--- src/rtl/pgbuf_pkg.sv ---
package pgbuf_pkg;

  // Per-cycle control derived from the four input strobes.
  typedef struct packed {
    logic load;   // take a new starting address
    logic clr;    // drop every valid bit
    logic wr;     // store the offered byte
    logic fire;   // present the page to the array
  } pgb_ctl_t;

  // Priority: abort over everything; start and commit both clear the
  // staged bytes; a byte is taken only on a cycle with no other strobe.
  function automatic pgb_ctl_t pgb_decode(input logic abort_i,
                                          input logic start_i,
                                          input logic commit_i,
                                          input logic byte_i);
    pgb_ctl_t c;
    c.load = !abort_i && start_i;
    c.fire = !abort_i && commit_i;
    c.clr  = abort_i || start_i || commit_i;
    c.wr   = !abort_i && !start_i && !commit_i && byte_i;
    return c;
  endfunction

endpackage

--- src/rtl/pgb_rst_sync.sv ---
module pgb_rst_sync #(
  parameter int STAGES = 2
) (
  input  logic clk,
  input  logic rst_n,
  output logic rst_n_sync
);

  logic [STAGES-1:0] sync_q;
  logic [STAGES-1:0] sync_d;

  always_comb begin
    sync_d = {sync_q[STAGES-2:0], 1'b1};
  end

  always_ff @(posedge clk or negedge rst_n) begin
    if (!rst_n) begin
      sync_q <= '0;
    end else begin
      sync_q <= sync_d;
    end
  end

  assign rst_n_sync = sync_q[STAGES-1];

endmodule

--- src/rtl/pgb_ptr.sv ---
module pgb_ptr #(
  parameter int ADDR_W = 8,
  parameter int OFS_W  = 4
) (
  input  logic                    clk,
  input  logic                    rst_n,
  input  logic                    load,
  input  logic [ADDR_W-1:0]       load_addr,
  input  logic                    adv,
  output logic [ADDR_W-OFS_W-1:0] page_q,
  output logic [OFS_W-1:0]        ofs_q
);

  localparam int PAGE_W = ADDR_W - OFS_W;

  logic [PAGE_W-1:0] page_d;
  logic [OFS_W-1:0]  ofs_d;
  logic              en;

  // Only the offset counts; it rolls over inside the page by its width.
  always_comb begin
    en     = load || adv;
    page_d = page_q;
    ofs_d  = ofs_q + 1'b1;
    if (load) begin
      page_d = load_addr[ADDR_W-1:OFS_W];
      ofs_d  = load_addr[OFS_W-1:0];
    end
  end

  always_ff @(posedge clk or negedge rst_n) begin
    if (!rst_n) begin
      page_q <= '0;
      ofs_q  <= '0;
    end else if (en) begin
      page_q <= page_d;
      ofs_q  <= ofs_d;
    end
  end

endmodule

--- src/rtl/pgb_slots.sv ---
module pgb_slots #(
  parameter int OFS_W  = 4,
  parameter int DATA_W = 8
) (
  input  logic                           clk,
  input  logic                           rst_n,
  input  logic                           clr,
  input  logic                           wr,
  input  logic [OFS_W-1:0]               wr_ofs,
  input  logic [DATA_W-1:0]              wr_data,
  output logic [(1<<OFS_W)-1:0]          mask_q,
  output logic [(1<<OFS_W)*DATA_W-1:0]   data_q
);

  localparam int SLOTS = 1 << OFS_W;

  logic              vld_q  [SLOTS];
  logic [DATA_W-1:0] byte_q [SLOTS];

  for (genvar gi = 0; gi < SLOTS; gi++) begin : g_slot
    logic hit;
    logic vld_d;

    always_comb begin
      hit   = wr && (wr_ofs == OFS_W'(gi));
      vld_d = vld_q[gi];
      if (clr) begin
        vld_d = 1'b0;
      end else if (hit) begin
        vld_d = 1'b1;
      end
    end

    always_ff @(posedge clk or negedge rst_n) begin
      if (!rst_n) begin
        vld_q[gi] <= 1'b0;
      end else begin
        vld_q[gi] <= vld_d;
      end
    end

    // Data storage carries no reset; the valid bit qualifies it.
    always_ff @(posedge clk) begin
      if (hit) begin
        byte_q[gi] <= wr_data;
      end
    end
  end

  always_comb begin
    for (int i = 0; i < SLOTS; i++) begin
      mask_q[i]                   = vld_q[i];
      data_q[i*DATA_W +: DATA_W]  = byte_q[i];
    end
  end

endmodule

--- src/rtl/pgbuf_top.sv ---
module pgbuf_top #(
  parameter int ADDR_W = 8,
  parameter int OFS_W  = 4,
  parameter int DATA_W = 8
) (
  input  logic                         clk,
  input  logic                         rst_n,
  input  logic                         start_vld,
  input  logic [ADDR_W-1:0]            start_addr,
  input  logic                         byte_vld,
  input  logic [DATA_W-1:0]            byte_data,
  input  logic                         commit,
  input  logic                         abort,
  output logic                         arr_we,
  output logic [ADDR_W-OFS_W-1:0]      arr_page,
  output logic [(1<<OFS_W)-1:0]        arr_mask,
  output logic [(1<<OFS_W)*DATA_W-1:0] arr_data,
  output logic [ADDR_W-1:0]            nxt_addr
);

  import pgbuf_pkg::*;

  localparam int SLOTS  = 1 << OFS_W;
  localparam int PAGE_W = ADDR_W - OFS_W;

  logic              rst_n_int;
  pgb_ctl_t          ctl;
  logic [PAGE_W-1:0] page_q;
  logic [OFS_W-1:0]  ofs_q;
  logic [SLOTS-1:0]  mask_q;

  pgb_rst_sync #(.STAGES(2)) u_rst (
    .clk        (clk),
    .rst_n      (rst_n),
    .rst_n_sync (rst_n_int)
  );

  always_comb begin
    ctl = pgb_decode(abort, start_vld, commit, byte_vld);
  end

  pgb_ptr #(.ADDR_W(ADDR_W), .OFS_W(OFS_W)) u_ptr (
    .clk       (clk),
    .rst_n     (rst_n_int),
    .load      (ctl.load),
    .load_addr (start_addr),
    .adv       (ctl.wr),
    .page_q    (page_q),
    .ofs_q     (ofs_q)
  );

  pgb_slots #(.OFS_W(OFS_W), .DATA_W(DATA_W)) u_slots (
    .clk     (clk),
    .rst_n   (rst_n_int),
    .clr     (ctl.clr),
    .wr      (ctl.wr),
    .wr_ofs  (ofs_q),
    .wr_data (byte_data),
    .mask_q  (mask_q),
    .data_q  (arr_data)
  );

  // The page is presented in the commit cycle itself; the mask is
  // cleared at the edge that closes it.
  assign arr_we   = ctl.fire && (|mask_q);
  assign arr_page = page_q;
  assign arr_mask = mask_q;
  assign nxt_addr = {page_q, ofs_q};

endmodule

--- config.mk ---
export PLATFORM = sky130hd
export DESIGN_NAME = pgbuf_top
export DESIGN_NICKNAME = d
export VERILOG_FILES = /design/src/rtl/pgbuf_pkg.sv /design/src/rtl/pgb_rst_sync.sv /design/src/rtl/pgb_ptr.sv /design/src/rtl/pgb_slots.sv /design/src/rtl/pgbuf_top.sv
export SDC_FILE = /design/constraint.sdc
export NUM_CORES = 1
export LEC_CHECK = 0
export BUFFER_PORTS_ARGS = -buffer_cell sky130_fd_sc_hd__clkbuf_2
export CAP_MARGIN = 20
export CORE_UTILIZATION = 49
export CTS_CLUSTER_SIZE = 28
export DETAILED_ROUTE_END_ITERATION = 10
export HOLD_SLACK_MARGIN = 0.1
export PLACE_DENSITY_LB_ADDON = 0.3
export RECOVER_POWER = 25
export SYNTH_ARGS = -nofsm -noshare
export SYNTH_HDL_FRONTEND = slang
export SYNTH_SLANG_ARGS = --single-unit
--- constraint.sdc ---
create_clock -name clk -period 1 [get_ports clk]
set_input_delay 0.1 -clock clk [delete_from_list [all_inputs] [get_ports clk]]
set_output_delay 0.1 -clock clk [all_outputs]
set_load 0.02 [all_outputs]
==> flow_summary.json <==
{
  "run_status": "complete, but fails checks",
  "failed_checks": "negative setup slack",
  "vias": 3320,
  "crit_path_max_fanout": 2,
  "timing_hold_violations_final": 0,
  "diodes": 0,
  "syn_avg_cell_area_sq_um": 21.8,
  "ys_seq_area_share_pct": 88.1,
  "top_post_synthesis_cells_by_area": "sky130_fd_sc_hd__edfxtp_1 (75%), sky130_fd_sc_hd__dfrtp_1 (13%), sky130_fd_sc_hd__a22o_1 (2.6%)",
  "grt_setup_unrepaired": "true",
  "synth_largest_area_cell": "sky130_fd_sc_hd__edfxtp_1",
  "fin_nets": 526,
  "area_growth_syn_to_layout_pct": 63.4,
  "routabilityCongestion": 0.779,
  "drt-initial-drc-count": 187,
  "pwr_cell_area_nw_per_um2": 1750,
  "async_flop_share_pct": 16.9,
  "postRouteWirelength_microns": 13500,
  "comb_power_share_pct": 10.9,
  "postSynthRegisterBits": 154,
  "layout_cell_share_with_drive_strength_beyond_1_pct": 62.4,
  "grt_start_max_net_pins": 25,
  "leakage_nw": 3.40,
  "timing.fmax_mhz": 593,
  "worst-setup-path-type": "register to output pin",
  "clock_buffer_depth": 2,
  "row_count": 36,
  "post-route-min-period_ns": 1.69,
  "worstPathRequired_ns": 0.90,
  "detailedRoute.firstPassIterationCount": 4,
  "fin_total_pwr_w": 0.0146,
  "start_kind": "register",
  "reg2reg_slack_ns": -0.50,
  "height_of_the_die_microns": 104,
  "final_hpwl_dp_microns": 8000,
  "nFillCells": 464,
  "die_w_microns": 104,
  "clkPwrFrac_pct": 40.0,
  "post-route-drc-count": 0,
  "port-buffer-count": 178,
  "switching_share_pct": 22.1,
  "warnings_from_yosys": 0,
  "timing.critical_path.arrival_ns": 1.59,
  "netlist-cell-type-count": 29,
  "hold_path.class": "input port to register",
  "utilization_pct": 84.1,
  "pwr-share-seq_pct": 49.1,
  "grt_antenna_before_repair": 0,
  "route.detailed.vias_per_inst": 5.14,
  "number_of_max_capacitance_violations_reported": 0,
  "postSynthCellCount": 234,
  "cts.sinks": 154,
  "post_synthesis_net_count": 260,
  "max-slew-margin-rel_pct": 34.7,
  "ir_drop_uv": 1180,
  "setup_violations": 305,
  "via_count_of_the_first_global_routing_pass": 3272,
  "synth_edf_count": 128,
  "worstSkewPairLatency_ns": 0.52,
  "grtUsageTotal_pct": 24.2,
  "route.antenna.remaining_nets": 0,
  "multiInputGateArea_sq_um": 734,
  "design.portCount": 179,
  "grt_pass1_wl_microns": 18900,
  "finalMaxSlewViolations": 0,
  "grt-ovfl-total": 0,
  "final-seq-area_sq_um": 4510,
  "clock_tree_skew_after_final_layout_ns": 0.0123,
  "cts-buffers-inserted": 17,
  "number_of_h_tree_levels": 4,
  "path_clk_slew_ns": 0.06,
  "worst-slew-pin-transition_ns": 0.980,
  "ys_dominant_reg_cell": "sky130_fd_sc_hd__edfxtp_1",
  "starting_density_of_the_core_pct": 51.5,
  "intPower_w": 0.0113,
  "power_switching_w": 0.00322,
  "cts_root_buffer": "sky130_fd_sc_hd__clkbuf_8",
  "netlist_area_sq_um": 5100,
  "synth_top_area_share_pct": 75.4,
  "post_route_worst_setup_slack_ns": -0.687,
  "setup.worst_path.end_class": "output pin",
  "final.period_utilization_pct": 169,
  "cts_tree": "yes",
  "wire_per_inst_microns": 21.0,
  "timing.hold.ws_ns": 0.103,
  "core_region_area_sq_um": 9910,
  "floorplan.die_area_sq_um": 10800
}
==> cells in the mapped netlist (2+ instances only) <==
cell                       number
sky130_fd_sc_hd__dfrtp_1       26
sky130_fd_sc_hd__nor4_1         5
sky130_fd_sc_hd__nor3b_4        2
sky130_fd_sc_hd__mux2_2         4
sky130_fd_sc_hd__ha_1           4
sky130_fd_sc_hd__clkbuf_1       2
sky130_fd_sc_hd__buf_4          4
sky130_fd_sc_hd__o21ai_0        2
sky130_fd_sc_hd__or3_1          2
sky130_fd_sc_hd__nor2_1         4
sky130_fd_sc_hd__a22o_1        15
sky130_fd_sc_hd__and2_1        15
sky130_fd_sc_hd__a31oi_1        2
sky130_fd_sc_hd__edfxtp_1     128
sky130_fd_sc_hd__inv_1          3
sky130_fd_sc_hd__nand2b_1       2
sky130_fd_sc_hd__a21oi_1        2
==> routing by layer <==
metal | GRT usage (%) | routed length [microns] | vias to the layer above
met5 | 0 | 0 | -
met4 | 5.82 | 255 | 0
met3 | 6.52 | 927 | 21
met2 | 41.9 | 7170 | 192
met1 | 30.6 | 5180 | 1668
li1 | - | - | 1439
==> layout by cell type (no fill, tap or decap), drive strengths merged, types with 2 or more instances in the layout <==
master	netlist	layout
a31oi	2	2
nand2b	2	2
clkbuf	2	50
o21ai	2	2
and2	15	15
inv	3	6
nor2	4	4
clkinv	0	6
dlygate4sd3	0	11
nor4	5	5
mux2	4	4
or3	2	2
nor3	2	2
a21oi	2	2
edfxtp	128	128
a22o	15	15
buf	6	215
dfrtp	26	26
nor3b	2	2
ha	4	4
==> repair_timing <==
item                                    CTS  global route
buffers inserted                         21            25
gates resized for setup                  96           327
pin swaps                                24            28
hold endpoints to repair                 26             0
endpoints found under the setup margin  304           305
hold buffers                             11             0
==> final cells by class <==
class	instances	area share [%]
clock buffer	21	5.41
timing repair buffer	255	28.1
multi-input combinational	69	8.82
sequential	154	54.1
inverter	3	0.405
clock inverter	11	1.14
tap	133	2.00
==> flip-flops by register name, summed over array words and instances, names as in the netlist <==
register and cells:
u_slots.mask_q 16, u_ptr.ofs_q 4, u_ptr.page_q 4, u_slots.byte_q 128, u_rst.sync_q 2
==> path summary, 6_finish.rpt <==
kind | startpoint | to | cells after the start
setup / recovery | u_slots.mask_q[1] | arr_we | 3
hold / removal | byte_data[0] | u_slots.byte_q[1][32] | 1
setup reg to reg | u_ptr.ofs_q[2] | u_slots.byte_q[1][0] | 3
hold reg to reg | u_rst.sync_q[1] | u_ptr.page_q[0] | 1
max in group asynchronous | rst_n | u_rst.sync_q[1] | 3
min in group asynchronous | u_rst.sync_q[1] | u_ptr.page_q[0] | 1
==> power groups by stage <==
stage / clock, W / sequential (W) / combinational [W]
2_1_floorplan: 0 / 0.00737 / 0.000290
3_3_place_gp: 0 / 0.00726 / 0.000879
3_5_place_dp: 0 / 0.00727 / 0.000890
4_1_cts: 0.00588 / 0.00715 / 0.00130
5_1_grt: 0.00620 / 0.00715 / 0.00166
6_report: 0.00583 / 0.00715 / 0.00158
==> cells by family after synthesis <==
logic type               synth area share, %
AND/OR/NAND/NOR                         4.74
XOR/XNOR                               0.172
adder cells (fa/ha/maj)                0.982
multiplexers                            1.08
AO/OA/AOI/OAI                           3.53
other                                 0.0735
flip-flops                              88.1
buffers and inverters                   1.28
==> worst max-delay path, cell delays in order (launching register included) <==
cell	delay (ns)
sky130_fd_sc_hd__dfrtp_2	0.43
sky130_fd_sc_hd__nor4_4	0.32
sky130_fd_sc_hd__a41oi_2	0.16
sky130_fd_sc_hd__buf_6	0.16
==> through the flow <==
stage / instances / setup TNS, ns / cell area (sq um) / worst slack, ns
6_report: 646 / -89.86 / 8330 / -0.687
3_3_place_gp: 584 / -91.99 / 6600 / -0.735
3_5_place_dp: 584 / -96.29 / 6600 / -0.763
4_1_cts: 640 / -85.17 / 7720 / -0.688
5_1_grt: 646 / -102.01 / 8330 / -0.768
2_1_floorplan: 234 / -81.01 / 5200 / -0.637
(Power assumes the default switching activity.)
